## config.mk

```make
export PLATFORM = sky130hd
export DESIGN_NAME = diff_route_ctrl
export DESIGN_NICKNAME = d
export VERILOG_FILES = /design/src/rtl/drc_pkg.sv /design/src/rtl/drc_regbank.sv /design/src/rtl/drc_satneg.sv /design/src/rtl/drc_lane.sv /design/src/rtl/diff_route_ctrl.sv
export SDC_FILE = /design/constraint.sdc
export NUM_CORES = 1
export LEC_CHECK = 0
export BUFFER_PORTS_ARGS = -buffer_cell sky130_fd_sc_hd__buf_2
export CELL_PAD_IN_SITES_DETAIL_PLACEMENT = 1
export CELL_PAD_IN_SITES_GLOBAL_PLACEMENT = 1
export CORE_MARGIN = 2
export CORE_UTILIZATION = 44
export CTS_CLUSTER_DIAMETER = 50
export DETAILED_ROUTE_END_ITERATION = 10
export GPL_TIMING_DRIVEN = 1
export PLACE_DENSITY_LB_ADDON = 0.12
export SLEW_MARGIN = 10
export SYNTH_ARGS = -nofsm -noshare
export SYNTH_HDL_FRONTEND = slang
export SYNTH_HIERARCHICAL = 1
export SYNTH_SLANG_ARGS = --single-unit
```

## constraint.sdc

```tcl
create_clock -name clk -period 3.8 [get_ports clk]
set_input_delay 0.76 -clock clk [delete_from_list [all_inputs] [get_ports clk]]
set_output_delay 0.76 -clock clk [all_outputs]
set_load 0.03 [all_outputs]
```

## src/rtl/drc_pkg.sv

```systemverilog
package drc_pkg;

  typedef enum logic [1:0] {
    MODE_STEREO = 2'b00,
    MODE_MONO_L = 2'b01,
    MODE_SWAP   = 2'b10,
    MODE_MONO_R = 2'b11
  } route_mode_e;

  localparam int LANES  = 4;
  localparam int LANE_LP = 0;
  localparam int LANE_LN = 1;
  localparam int LANE_RP = 2;
  localparam int LANE_RN = 3;

  typedef struct packed {
    logic take_right;
    logic invert;
  } lane_cfg_t;

  function automatic lane_cfg_t lane_cfg(input route_mode_e m, input int lane);
    lane_cfg_t c;
    c = '0;
    unique case (m)
      MODE_STEREO: begin
        c.take_right = (lane == LANE_RP) || (lane == LANE_RN);
        c.invert     = (lane == LANE_LN) || (lane == LANE_RN);
      end
      MODE_SWAP: begin
        c.take_right = (lane == LANE_LP) || (lane == LANE_LN);
        c.invert     = (lane == LANE_LN) || (lane == LANE_RN);
      end
      MODE_MONO_L: begin
        c.take_right = 1'b0;
        c.invert     = (lane == LANE_LN) || (lane == LANE_RP);
      end
      MODE_MONO_R: begin
        c.take_right = 1'b1;
        c.invert     = (lane == LANE_LP) || (lane == LANE_RN);
      end
      default: c = '0;
    endcase
    return c;
  endfunction

endpackage

```

## src/rtl/drc_regbank.sv

```systemverilog
module drc_regbank
  import drc_pkg::*;
#(
  parameter int                ADDR_W    = 3,
  parameter int                DATA_W    = 16,
  parameter logic [ADDR_W-1:0] KEY_ADDR  = 3'd2,
  parameter logic [ADDR_W-1:0] MODE_ADDR = 3'd4,
  parameter logic [DATA_W-1:0] KEY_WORD  = 16'h01E0,
  parameter int                MODE_LSB  = 4,
  parameter int                CDD_BIT   = 6
) (
  input  logic              clk,
  input  logic              rst,
  input  logic              wr_en,
  input  logic [ADDR_W-1:0] wr_addr,
  input  logic [DATA_W-1:0] wr_data,
  output route_mode_e       mode_q,
  output logic              cdd_q,
  output logic              open_q
);

  logic key_hit;
  logic mode_hit;

  assign key_hit  = wr_en && (wr_addr == KEY_ADDR);
  assign mode_hit = wr_en && (wr_addr == MODE_ADDR) && open_q;

  always_ff @(posedge clk) begin
    if (rst) begin
      open_q <= 1'b0;
    end else if (key_hit) begin
      open_q <= (wr_data == KEY_WORD);
    end
  end

  always_ff @(posedge clk) begin
    if (rst) begin
      mode_q <= MODE_STEREO;
      cdd_q  <= 1'b0;
    end else if (mode_hit) begin
      mode_q <= route_mode_e'(wr_data[MODE_LSB+1:MODE_LSB]);
      cdd_q  <= wr_data[CDD_BIT];
    end
  end

endmodule

```

## src/rtl/drc_satneg.sv

```systemverilog
module drc_satneg #(
  parameter int W = 24
) (
  input  logic signed [W-1:0] din,
  output logic signed [W-1:0] dout
);

  localparam logic signed [W-1:0] MOST_NEG = {1'b1, {(W-1){1'b0}}};
  localparam logic signed [W-1:0] MOST_POS = {1'b0, {(W-1){1'b1}}};

  always_comb begin
    if (din == MOST_NEG) dout = MOST_POS;
    else                 dout = -din;
  end

endmodule

```

## src/rtl/drc_lane.sv

```systemverilog
module drc_lane
  import drc_pkg::*;
#(
  parameter int W = 24
) (
  input  logic                clk,
  input  logic                rst,
  input  logic                load,
  input  lane_cfg_t           cfg,
  input  logic signed [W-1:0] left,
  input  logic signed [W-1:0] right,
  output logic signed [W-1:0] q
);

  logic signed [W-1:0] picked;
  logic signed [W-1:0] picked_neg;

  assign picked = cfg.take_right ? right : left;

  drc_satneg #(.W(W)) neg_i (
    .din  (picked),
    .dout (picked_neg)
  );

  always_ff @(posedge clk) begin
    if (rst)       q <= '0;
    else if (load) q <= cfg.invert ? picked_neg : picked;
  end

endmodule

```

## src/rtl/diff_route_ctrl.sv

```systemverilog
module diff_route_ctrl
  import drc_pkg::*;
#(
  parameter int                SAMPLE_W  = 24,
  parameter int                ADDR_W    = 3,
  parameter int                DATA_W    = 16,
  parameter logic [ADDR_W-1:0] KEY_ADDR  = 3'd2,
  parameter logic [ADDR_W-1:0] MODE_ADDR = 3'd4,
  parameter logic [DATA_W-1:0] KEY_WORD  = 16'h01E0,
  parameter int                MODE_LSB  = 4,
  parameter int                CDD_BIT   = 6
) (
  input  logic                       clk,
  input  logic                       rst,
  input  logic                       wr_en,
  input  logic [ADDR_W-1:0]          wr_addr,
  input  logic [DATA_W-1:0]          wr_data,
  input  logic                       smp_valid,
  input  logic signed [SAMPLE_W-1:0] smp_left,
  input  logic signed [SAMPLE_W-1:0] smp_right,
  output logic signed [SAMPLE_W-1:0] out_lp,
  output logic signed [SAMPLE_W-1:0] out_ln,
  output logic signed [SAMPLE_W-1:0] out_rp,
  output logic signed [SAMPLE_W-1:0] out_rn,
  output logic                       out_valid,
  output logic                       clkdet_off
);

  route_mode_e         mode_q;
  logic                cdd_q;
  logic                open_q;
  logic signed [SAMPLE_W-1:0] lane_q [LANES];

  drc_regbank #(
    .ADDR_W    (ADDR_W),
    .DATA_W    (DATA_W),
    .KEY_ADDR  (KEY_ADDR),
    .MODE_ADDR (MODE_ADDR),
    .KEY_WORD  (KEY_WORD),
    .MODE_LSB  (MODE_LSB),
    .CDD_BIT   (CDD_BIT)
  ) regs_i (
    .clk     (clk),
    .rst     (rst),
    .wr_en   (wr_en),
    .wr_addr (wr_addr),
    .wr_data (wr_data),
    .mode_q  (mode_q),
    .cdd_q   (cdd_q),
    .open_q  (open_q)
  );

  for (genvar g = 0; g < LANES; g++) begin : g_lane
    lane_cfg_t cfg;
    assign cfg = lane_cfg(mode_q, g);
    drc_lane #(.W(SAMPLE_W)) lane_i (
      .clk   (clk),
      .rst   (rst),
      .load  (smp_valid),
      .cfg   (cfg),
      .left  (smp_left),
      .right (smp_right),
      .q     (lane_q[g])
    );
  end

  always_ff @(posedge clk) begin
    if (rst) out_valid <= 1'b0;
    else     out_valid <= smp_valid;
  end

  assign out_lp     = lane_q[LANE_LP];
  assign out_ln     = lane_q[LANE_LN];
  assign out_rp     = lane_q[LANE_RP];
  assign out_rn     = lane_q[LANE_RN];
  assign clkdet_off = cdd_q;

endmodule

```

---- Word-level counts from Yosys, hierarchy flattened ----
Cells that the tools add are included.
operators by class
  add/sub/neg operators ................... 4
  equality and inequality tests ........... 10
  multiplexer cells ....................... 16
  reduce and logical (&&, ||, !) cells .... 6
operators by type and width
  operator                                               number
  2-to-1 mux 24 bit                                      12
  equality test 24 bit (second input constant)           4
  negator 24 bit                                         4
  one-hot mux 2 bit (3 select lines)                     4
  equality test 16 x 9 -> 1 bit (second input constant)  1
  equality test 2 bit (second input constant)            2
  OR reduction 2 bit                                     2
  equality test 3 x 2 -> 1 bit (second input constant)   1
  equality test 3 bit (second input constant)            1
  logical AND 1 bit                                      3
  equality test 2 x 1 -> 1 bit (second input constant)   1
  logical NOT 2 bit                                      1
word-level totals
  bits in registers ....................... 101
  input port bits ......................... 71
  output and inout port bits .............. 98
  logic and storage cells ................. 44

---- Longest topological paths before layout ----
Gate-level depths: netlist of the first run.
  word-level depth ........................ 7
  mapped depth ............................ 14
  gate-level depth less buffers ........... 12

---- Hierarchy ----
Netlist of the first run, hierarchy kept.
by module, submodules not included
  module           times used  cells an instance  area each (sq um)  sequential area each (sq um)
  drc_lane         4           138                1581.5             480.5
  drc_satneg       4           94                 684.4              0.0
  drc_regbank      1           25                 224.0              80.1
  diff_route_ctrl  1           12                 110.1              20.0

---- Least setup slack after synthesis of the first run ----
OpenSTA, ideal clock, no wires.
  kind .................................... reg-to-reg
  start ................................... register regs_i.mode_q[0]
  end ..................................... register g_lane[0].lane_i.q[22]
  setup time .............................. 0.120 ns
  arrival ................................. 3.023 ns
  required time ........................... 3.680 ns
  slack ................................... 0.657 ns
  cell stages (with the launch flop) ...... 13
  path buffers ............................ 3
  period minus slack after synthesis ...... 3.143 ns
  cell sequence ........................... dfxtp_1 ha_1 or2_1 buf_6 buf_12 mux2_4 buf_6 or4_4 nor3_1 nor3b_2 mux2i_1 and4b_1 a211o_1
RTL lines
  item                      RTL line           RTL
  start: declaration        drc_regbank.sv:17  output route_mode_e mode_q,
  start signal: assignment  drc_regbank.sv:41  mode_q <= route_mode_e'(wr_data[MODE_LSB+1:MODE_LSB]);
  end signal: assignment    drc_lane.sv:27     else if (load) q <= cfg.invert ? picked_neg : picked;
  end: declaration          drc_lane.sv:12     output logic signed [W-1:0] q

==> results of run 1 <==
[worst register-to-register path, stage by stage, from the launching register on]
cell and delay, ns:
sky130_fd_sc_hd__dfxtp_1 0.43, sky130_fd_sc_hd__inv_1 0.11, sky130_fd_sc_hd__ha_4 0.16, sky130_fd_sc_hd__or2_2 0.40
sky130_fd_sc_hd__buf_12 0.24, sky130_fd_sc_hd__mux2_4 0.36, sky130_fd_sc_hd__or4_4 0.58, sky130_fd_sc_hd__nor3_1 0.36
sky130_fd_sc_hd__nor3b_2 0.26, sky130_fd_sc_hd__mux2i_1 0.10, sky130_fd_sc_hd__and4b_1 0.17, sky130_fd_sc_hd__a211o_1 0.27
[synthesized netlist by cell type, drive strengths merged (8+ instances only)]
library cell and number:
o21ai 23, nor2 20, xor2 24, xnor2 12
buf 48, or3b 8, dfxtp 101, o31a 12
and4b 96, nand2b 8, a211o 96, ha 9
clkbuf 32, or4 20, a21oi 15, inv 17
a31oi 8, nor3b 108, mux2 100, nor4 37
nand2 64, nand3 13, nor3 37, mux2i 16
nand4 16
[through the flow]
step	utilization (%)	instance area, sq um
detailed placement	48.9	10300
finish	50.3	10600
floorplan	-	9400
CTS	50.1	10500
global route	50.3	10600
global placement	48.9	10300
[worst paths after layout]
check | slack (ns) | end
max | 0.25 | g_lane[0].lane_i/q[22]
min | 0.51 | regs_i/cdd_q
max reg2reg | 0.25 | g_lane[0].lane_i/q[22]
min reg2reg | 0.51 | regs_i/cdd_q
[sequential cells by signal, indices dropped and copies added, names as in the netlist]
name / cells
g_lane.lane_i/q: 96
regs_i/mode_q: 2
out_valid: 1
regs_i/cdd_q: 1
regs_i/open_q: 1
[metal layers]
metal	GRT usage (%)	vias to the layer above	wire length, um
met2	44.8	284	14500
met3	3.91	50	1840
met4	8.44	2	811
met5	0	-	11
met1	39.0	4330	14600
li1	-	4034	-
[power by group through the flow]
| stage | clock network [mW] | registers (mW) | logic [mW] |
|---|---|---|---|
| after floorplan | 0 | 1.29 | 0.406 |
| after global placement | 0 | 1.17 | 0.769 |
| after detailed placement | 0 | 1.18 | 0.778 |
| after CTS | 0.934 | 1.15 | 0.783 |
| after global routing | 0.970 | 1.16 | 0.842 |
| final | 0.911 | 1.15 | 0.791 |
[cell type report]
cell class,instances,share of cell area (%)
clock buffers,12,2.33
clock inverters,3,0.213
inverters,17,0.604
multi-input cells,767,64.2
flip-flops and latches,101,19.1
well taps,275,3.26
repair buffers,196,10.2
[cell families after synthesis]
kind of cell / Yosys count / synth area share, %
DFF: 101 / 21.5
AOI/OAI and AO/OA: 171 / 14.1
buffers and inverters: 97 / 6.59
and+or+nand+nor: 435 / 36.4
muxes: 116 / 16.9
adders and majority gates: 9 / 1.20
xor gates and xnor gates: 36 / 3.36
[timing repair]
action | in CTS | in global routing
setup endpoints to repair | 0 | 6
hold endpoints to repair | 0 | 0
gates resized for setup | 0 | 4
hold buffers | 0 | 0
==> metrics list, run 1 <==
- Counting instances, the worst hold path has a depth of 2.
- Crit Path Class: reg2reg
- TritonCTS clock tree: built
- Ranked by total cell area, the synthesized netlist is headed by sky130_fd_sc_hd__dfxtp_1, sky130_fd_sc_hd__mux2_4, sky130_fd_sc_hd__and4b_1, sky130_fd_sc_hd__a211o_1, sky130_fd_sc_hd__nor3b_1.
- In the final layout, flip-flops and latches occupy 2020 sq um.
- The number of antenna diodes in the final layout is 0.
- I/O pin count: 169
- Total wire length after detailed routing: 31.8 mm
- Cell leakage power: 5.26 nW
* Pin count of the biggest net entering global routing: 72
- Based on the critical path, the design can be clocked at up to 0.281 GHz.
- For this run, design rule violations remaining after detail routing come to 0.
- List of cells traversed by the critical path: inv_1 -> ha_4 -> or2_2 -> buf_12 -> mux2_4 -> or4_4 -> nor3_1 -> nor3b_2 -> mux2i_1 -> and4b_1 -> a211o_1
- Post-Synthesis Cell Area: 9400 sq um
- Ratio of total power to cell area: 270 nW/um^2
- Setup TNS: 0 ns
* Clock transition at the registers of the reported paths: 0.07 ns
- Net switching component of the power: about 0.98 mW
- Measured in cells, the most critical reg-to-reg path has a length of 11.
* Number of buffer and inverter stages on the critical path: 2
* Weighted congestion at the end of routability-driven global placement: 0.862
* Number of cells after detailed placement: roughly 1,400
- The tree built by TritonCTS fans out to 101 sinks.
- Data on the critical path arrives at its endpoint at between 3 and 4 ns.
- The tightest hold path in the finished design has a slack of 0.505 ns.
- Largest fanout of any net on the critical path: 27
* Final ANT Viol Nets: 0
- Cell taking the most area after synthesis: sky130_fd_sc_hd__dfxtp_1
- Internal power comes to 1.88 mW.
* Most instantiated flip-flop cell in the synthesis netlist: sky130_fd_sc_hd__dfxtp_1
- Across the VDD grid, the largest voltage drop is about 180 uV.
- Count of unique library cells instantiated by Yosys: 48
- MaxCap Viol Count: 0
- Flops & latches, synth: 101
- The H-tree generated during clock tree synthesis spans 3 levels.
- Critical Path Stages: 11
* Horizontal die dimension: 150 um
- In the routed layout, each cell is associated on average with a via count of 6.35.
- Yosys top cell area share: 21.5%
- Number of hold-slack violations in the final timing report: 0
- Headroom to the max-slew limit came out at 40.3%.
* Worst setup slack before clock tree synthesis: about 0.24 ns
* Layout cells sized above 1: approximately 34%
* Final period utilization: 93.5%
* Post-Syn Instances: 965
* Most frequent standard cell in the layout excluding fill and tap cells: sky130_fd_sc_hd__buf_2
- Clock insertion delay at the later pin of the skew report: around 0.35 ns
- Placed wire-length estimate after detailed placement: 22.7 mm
- Share of total power in combinational logic: between 20 and 30%
* Inserted Clock Buffers: 9
* Yosys Warn Count: 6
- Highest cell delay on the worst timing path: 0.58 ns
- In the final routed layout, each cell accounts on average for 23.2 um.
- The final max-slew violation count is 0.
* RSZ-0062 raised after global routing: no
* Worst setup startpoint: regs_i/mode_q[0]
- For this run, the register share of the synthesized area comes to 21.5%.
* Number of port buffers: 168
* Final setup violation count: 0
- Post-route minimum period: 3.55 ns
- Leaving out fill and tap cells, the most frequent cells in the layout are sky130_fd_sc_hd__buf_2, sky130_fd_sc_hd__dfxtp_1, sky130_fd_sc_hd__and4b_1, sky130_fd_sc_hd__nor3b_1, sky130_fd_sc_hd__a211o_1.
- Row generation in the floorplan step produced 53 rows.
* Endpoint class of the critical path: flip-flop
* Worst reg2reg path startpoint: regs_i/mode_q[0]
* Die outline height: 150 um
* Initial core utilization: 44.7%
- Number of nets produced by synthesis: 1,045
* Number of fillers in the final layout: around 2,500
- Via count: 8,700
- Least setup slack across all paths after layout: between 0.2 and 0.25 ns
- The worst setup path is launched from a flip-flop.
* Mean instance size in the synthesized netlist: 9.74 sq um
- CP max-delay cell: sky130_fd_sc_hd__or4_4
- First-pass GRT wire length: 49.3 mm
- Path class of the lowest-slack min-delay path: reg2reg
- Sequential power share: between 40% and 50%
- Global routing used 28.0% of the available tracks across all layers.
- Root Buffer: sky130_fd_sc_hd__clkbuf_16
* GR Overflow Total: 0
- Number of setup buffers added after CTS: 0
* Area taken by multi-input logic gates: 6790 sq um
- The die covers 22,500 sq um.
- In the synthesized netlist the async set-or-reset flop fraction comes to 0%.
- In this run the most critical hold path is launched from regs_i/cdd_q.
- Post-route total power: 2.85 mW
- The number of global-route vias before repair came to roughly 8,500.
- Relative area change from synthesis to final layout: 12.4%
- No sink is reached through more buffers than the 2 on the longest clock path.
- The flow ran to the end, and the final reports show no timing, DRC or antenna violations.
- Core region area: about 21,000 sq um
* Worst Max-Slew Pin Slew: 0.892 ns
* Initial drt markers: between 500 and 600
- CP top delay family: simple AND/OR/NAND/NOR gates
* Max Clock Skew: 0.00562 ns
- The number of antenna violations at the first check in global routing is 1.
- The clock network is responsible for 31.9% of the overall power.
* Number of nets in the layout: 1,172
- Number of flops mapped to enable cells by yosys: 0
- After the flow finishes, the layout carries non-filler instances totaling 1,371.
- Before antenna repair, the detailed router went through 5 iterations.
- Critical path data required time: about 4 ns
- Switching share of power: 34.2%
Note: power is estimated with default switching activity, not from simulation.
==> run 2: changes to the inputs <==
Settings changed: RECOVER_POWER set to 50.
==> metrics list, run 2 (synthesis results as in run 1) <==
* Deepest level of the CTS H-tree: 3
- Row count: 53
- Number of buffers between clock root and the deepest sink: 2
* Net switching component of the power: 0.974 mW
* Core region area: 21,000 sq um
- Launching element type of the critical path: flip-flop
* Result of the run: finished, violations left
* Layout cells sized above 1: 25.2%
* Final period utilization: 93.7%
- The initial utilization of the core area, before any placement, comes to between 40% and 50%.
* TritonCTS clock tree: built
- Total power for the finished layout comes to about 2.8 mW.
* Routing layer with the top usage in global route: met2
- The filler cells instantiated in the layout total 2,500.
- The library cells used most frequently in the layout, excluding fill and tap cells, are sky130_fd_sc_hd__dfxtp_1, sky130_fd_sc_hd__clkbuf_1, sky130_fd_sc_hd__and4b_1, sky130_fd_sc_hd__nor3b_1, sky130_fd_sc_hd__a211o_1.
- Path class of the lowest-slack min-delay path: reg2reg
- Summed over all nets, the half-perimeter wirelength after detailed placement is 22.7 mm.
- Final Slew Violations: slightly above 70
- Met1 usage in global routing: 39.0%
* Peak supply drop: 182 uV
- After clock tree synthesis, the repair step resized 0 gates.
* Post-detailed-route via-to-cell ratio: 6.30
- g_lane.lane_i/q holds more flip-flops than any other register.
- Met2 routing resource usage after global routing: 44.8%
* Placed inst area: 10,300 sq um
- Number of hold-slack violations in the final timing report: 0
* Vias in the first global route: 8,527
* Number of nets in the layout: 1,172
- The clock arrives with 0.00595 ns of skew.
* Crit Path Class: reg2reg
- Most frequent standard cell in the layout excluding fill and tap cells: sky130_fd_sc_hd__dfxtp_1
- For the finished layout, the period the worst path requires is roughly 3.6 ns.
* RSZ-0062 raised after global routing: no
- Hold is met by about 0.50 ns.
- For this run, the detailed router's first-pass iteration total came to 7.
* Clock transition at the registers of the reported paths: approximately 0.070 ns
- I/O pin count: 169
* Weighted congestion at the end of routability-driven global placement: 0.862
- In the final timing run, aggregate negative setup slack is 0 ns.
* Largest fanout of any net on the critical path: 27
* Cell leakage power: slightly below 5 nW
- Top flop regs: g_lane.lane_i/q (96), regs_i/mode_q (2)
- The first routing iteration left between 400 and 500 violations.
- The register with the most flip-flops in the layout has 96 of them.
* Hold Buf Count CTS: 0
- The tree is rooted in a sky130_fd_sc_hd__clkbuf_16.
* Antenna diode instance count: 0
- Of the total power, combinational logic draws 27.3%.
- Slew headroom: -2.50%
- Util after Layout: 49.7%
- In this run the power density over the cells is 271 nW/um^2.
- Design Area, Final: 10,400 sq um
- The floorplan step set the die width to approximately 150 um.
* Power share of the clock group: 32.0%
- Number of port buffers: 168
- Net switching is approximately a third of the power.
- Sequential power share: 40.7%
- Die outline height: about 150 um
- Data on the critical path is required at its endpoint by 4.04 ns.
- Summed over all layers, the global routing overflow is 0.
- Setup violations remaining at the end of the flow were counted as 0.
- For the worst-skew pair, the clock arrives at the later sink with an insertion delay of 0.36 ns.
* Relative area change from synthesis to final layout: 11.1%
- Pin count of the biggest net entering global routing: 72
- After detailed routing, the average wire length per cell comes to 23.2 um.
* Number of antenna violations at the first check in global routing: 1
- The clock net in this run drives a total of between 100 and 150 sinks.
- Via count: 8,644
* Worst Max-Slew Pin Slew: 1.54 ns
* Critical Path AT: 3.80 ns
- Internal power comes to 1.86 mW.
- The first global-routing pass estimated 49.3 mm of wire.
* MaxCap Viol Count: 1
* Area enclosed by the die boundary: 22,500 sq um
* Combined global-route utilization of all metal layers: between 20% and 30%
* Number of setup buffers added after CTS: 0
- For this run, the top clock speed supported by timing is 0.281 GHz.
* Endpoint class of the critical path: flip-flop
- Failing checks: capacitance limit, slew limit
- Met3 usage in global routing: 3.91%
* Total wire length after detailed routing: 31.8 mm
* Inserted Clock Buffers: 9
- DRC errors left: 0
- In this run the remaining antenna-violating nets after routing total 0.
==> run 2: changes by cell type in the layout (fill, tap and decap cells not counted) <==
cell / change
sky130_fd_sc_hd__buf_2: -97
sky130_fd_sc_hd__buf_4: -2
sky130_fd_sc_hd__clkbuf_1: +98
sky130_fd_sc_hd__clkbuf_2: +1
==> run 2: critical path, cell delays in order (launching register included) <==
cell                      delay (ns)
sky130_fd_sc_hd__dfxtp_1        0.43
sky130_fd_sc_hd__inv_1          0.11
sky130_fd_sc_hd__ha_4           0.16
sky130_fd_sc_hd__or2_2          0.40
sky130_fd_sc_hd__buf_12         0.24
sky130_fd_sc_hd__mux2_4         0.36
sky130_fd_sc_hd__or4_4          0.58
sky130_fd_sc_hd__nor3_1         0.37
sky130_fd_sc_hd__nor3b_2        0.26
sky130_fd_sc_hd__mux2i_1        0.10
sky130_fd_sc_hd__and4b_1        0.17
sky130_fd_sc_hd__a211o_1        0.27
==> run 2: stage by stage <==
stage | instances | setup WS [ns]
5_1_grt | 1371 | 0.0274
3_5_place_dp | 1356 | 0.243
6_report | 1371 | 0.240
2_1_floorplan | 965 | 0.657
4_1_cts | 1371 | 0.220
3_3_place_gp | 1356 | 0.360
==> run 2: cell type report <==
class,count,area (sq um),area share [%]
inverters,17,63.8,0.611
clock buffers,12,246,2.36
repair buffers,196,953,9.13
well taps,275,344,3.30
multi-input cells,767,6790,65.0
clock inverters,3,22.5,0.216
flip-flops and latches,101,2020,19.4
==> run 2: metal layers <==
layer	routed length, um	part of all wire, %	vias to the layer above
met5	11	0.035	-
met4	796	2.5	2
met1	14600	46	4299
met2	14500	46	262
met3	1860	5.9	48
li1	-	-	4033
==> run 2: power groups by stage <==
stage	registers, mW	clock network (mW)	logic, mW
6_report	1.15	0.908	0.774
5_1_grt	1.16	0.970	0.824
4_1_cts	1.15	0.934	0.783
3_5_place_dp	1.18	0	0.778
3_3_place_gp	1.17	0	0.769
2_1_floorplan	1.29	0	0.406
==> run 2: final timing paths <==
| path | slack [ns] | startpoint | cells after the start | to |
|---|---|---|---|---|
| hold reg to reg | 0.50 | regs_i/cdd_q | 2 | regs_i/cdd_q |
| setup reg to reg | 0.24 | regs_i/mode_q[0] | 11 | g_lane[0].lane_i/q[22] |
| setup / recovery | 0.24 | regs_i/mode_q[0] | 11 | g_lane[0].lane_i/q[22] |
| hold / removal | 0.50 | regs_i/cdd_q | 2 | regs_i/cdd_q |
==> run 3: changes to the inputs <==
Settings changed: CORE_MARGIN 2 to 5.
Clock period 3.8 ns to 4 ns, I/O delays scaled along.
==> metrics list, run 3 (synthesis results as in run 1) <==
- In this run the count of I/O pins placed on the die edge is 169.
- Final Slew Violations: 0
- Worst reg2reg path startpoint: regs_i/mode_q[0]
- Power spread over the standard cell area amounts to 262 nW/um^2.
* Result of the run: finished, final reports clean
- Number of buffers between clock root and the deepest sink: 2
- For this run, the post-layout net count is 1,171.
- Flip-flop count of the largest register, all copies and words added: 96
- In this run the top signal layer used is met4.
- For this block, the via count after detailed routing is 8,698.
* Number of detailed-routing iterations run before antenna repair: 6
- The library cell used most frequently in the layout, excluding fill and tap cells, is sky130_fd_sc_hd__dfxtp_1.
* Launching element type of the critical path: flip-flop
- Buffers placed on the I/O ports in this run total between 150 and 200.
* Top flop regs: g_lane.lane_i/q (96), regs_i/mode_q (2)
- Cell leakage power: 4.89 nW
- The number of antenna violations at the first check in global routing was 0.
* Final setup violation count: 0
* Vias in the first global route: about 8,700
- Final ANT Viol Nets: 0
- At the pin with the least slew margin, the transition time is just under 0.9 ns.
- The min-delay analysis places its worst path in the category reg2reg.
* Endpoint class of the critical path: flip-flop
- Combined global-route utilization of all metal layers: 26.0%
- Data on the critical path is required at its endpoint by between 4 and 5 ns.
- Clock insertion delay at the later pin of the skew report: 0.36 ns
- After detailed routing, the met3 layer carries 2.08 mm of wire.
* Critical Path AT: ~4.0 ns
* Total wire length after detailed routing: between 30 and 40 mm
- Commonest non-fill, non-tap cells in the layout: sky130_fd_sc_hd__dfxtp_1, sky130_fd_sc_hd__clkbuf_1, sky130_fd_sc_hd__and4b_1, sky130_fd_sc_hd__nor3b_1, sky130_fd_sc_hd__a211o_1
* Post-detailed-route via-to-cell ratio: 6.34
- Measured on the finished design, the core utilization comes to 49.7%.
- For the worst flop-to-flop path, the logic depth is 10.
- Initial drt markers: around 550
* Weighted congestion at the end of routability-driven global placement: 0.872
* Number of hold-slack violations in the final timing report: 0
* Core region area: 21,000 sq um
- The first global-routing pass estimated 51.0 mm of wire.
* Pin count of the biggest net entering global routing: 74
- The H-tree was split into 3 levels.
- In the final layout, the share of cells above drive strength 1 is 25.5%.
* Quantity of gates resized following cts: 0
* Hold Buf Count CTS: 0
- Of all nets on the critical path, the largest fanout is 24.
* Clock transition at the registers of the reported paths: 0.08 ns
* Final period utilization: between 90% and 100%
* Reg2reg end: g_lane[1].lane_i/q[22]
- The worst setup path is of the reg2reg kind.
* GR Overflow Total: 0
- The worst hold path was traced through 2 stages.
- Horizontal die dimension: 156 um
* Max Clock Skew: 0.00507 ns
* Peak supply drop: 178 uV
* Die outline height: approximately 160 um
- Number of setup buffers added after CTS: 0
* Root Buffer: sky130_fd_sc_hd__clkbuf_16
- Relative area change from synthesis to final layout: 11.1%
* Routed metal-1 wirelength: 15.1 mm
* Initial core utilization: 44.7%
* Routed wire length on met2: 14.8 mm
- Largest register by flop count: g_lane.lane_i/q
- Post-route minimum period: between 3 and 4 ns
- The initialized floorplan defines 53 standard-cell rows.
- TritonCTS built the clock tree.
- Setup repair after global routing left no endpoint under its margin.
* Highest Clock Rate: 0.269 GHz
* DRC errors left: 0
- Terminating pin of the worst hold path: regs_i/cdd_q
* Setup TNS: 0 ns
* Post-DR wirelength/cell: ~24 um
- The worst hold path begins at regs_i/cdd_q.
- Buffers inserted during clock tree synthesis total 9.
- MaxCap Viol Count: 0
- Measured against its own limit, the worst slew margin works out to a little over two fifths.
- Area enclosed by the die boundary: 24,400 sq um
* Placed wire-length estimate after detailed placement: 23.2 mm
- Number of fillers in the final layout: ~2,500
- 0 antenna diodes ended up in the layout.
- Number of sinks driven by the clock tree: 101
- R2R Setup Slk: between 0.2 and 0.3 ns
[run 3: worst max path at each step]
| stage | from | end | slack, ns | cells after the start |
|---|---|---|---|---|
| 2_1_floorplan | regs_i/mode_q[0] | g_lane[0].lane_i/q[22] | 0.86 | 12 |
| 3_3_place_gp | regs_i/mode_q[0] | g_lane[1].lane_i/q[3] | 0.47 | 11 |
| 4_1_cts | regs_i/mode_q[0] | g_lane[0].lane_i/q[23] | 0.32 | 10 |
| 3_5_place_dp | regs_i/mode_q[0] | g_lane[0].lane_i/q[23] | 0.36 | 10 |
| 6_report | regs_i/mode_q[0] | g_lane[1].lane_i/q[22] | 0.28 | 10 |
| 5_1_grt | regs_i/mode_q[0] | g_lane[1].lane_i/q[22] | 0.10 | 10 |
[run 3: layout make-up]
class	instances	area [sq um]	area share (%)
Multi-Input combinational cell	767	6760	64.7
Sequential cell	101	2020	19.4
Timing Repair Buffer	195	967	9.26
Tap cell	275	344	3.29
Clock buffer	12	256	2.46
Inverter	17	63.8	0.611
Clock inverter	4	31.3	0.300
[run 3: worst max-delay path, stage by stage (launching register included)]
cell and delay, ns:
sky130_fd_sc_hd__dfxtp_1 0.45, sky130_fd_sc_hd__ha_1 0.20, sky130_fd_sc_hd__or2_2 0.58, sky130_fd_sc_hd__buf_4 0.36
sky130_fd_sc_hd__mux2_4 0.37, sky130_fd_sc_hd__nor4_4 0.49, sky130_fd_sc_hd__nand3_1 0.34, sky130_fd_sc_hd__nor3b_2 0.28
sky130_fd_sc_hd__mux2i_1 0.10, sky130_fd_sc_hd__and4b_1 0.17, sky130_fd_sc_hd__a211o_1 0.26
[run 3: stage by stage]
stage / cells / setup WS [ns] / instance area [sq um] / power (mW) / hold slack, ns
2_1_floorplan: 965 / 0.857 / 9400 / 1.61 / 0.469
3_3_place_gp: 1355 / 0.474 / 10300 / 1.85 / 0.488
3_5_place_dp: 1355 / 0.364 / 10300 / 1.86 / 0.503
4_1_cts: 1371 / 0.325 / 10600 / 2.77 / 0.517
5_1_grt: 1371 / 0.101 / 10400 / 2.86 / 0.556
6_report: 1371 / 0.280 / 10400 / 2.73 / 0.518
[run 3: report_power, final]
| group | internal (mW) | switching [mW] |
|---|---|---|
| clock network | 0.461 | 0.445 |
| registers | 1.06 | 0.0297 |
| logic | 0.265 | 0.469 |
| total | 1.79 | 0.944 |
[run 3: routing by layer]
| metal | GRT usage [%] | vias to the layer above |
|---|---|---|
| met5 | 0 | - |
| met4 | 5.99 | 0 |
| met3 | 4.33 | 34 |
| met2 | 41.4 | 306 |
| met1 | 37.0 | 4320 |
| li1 | - | 4038 |
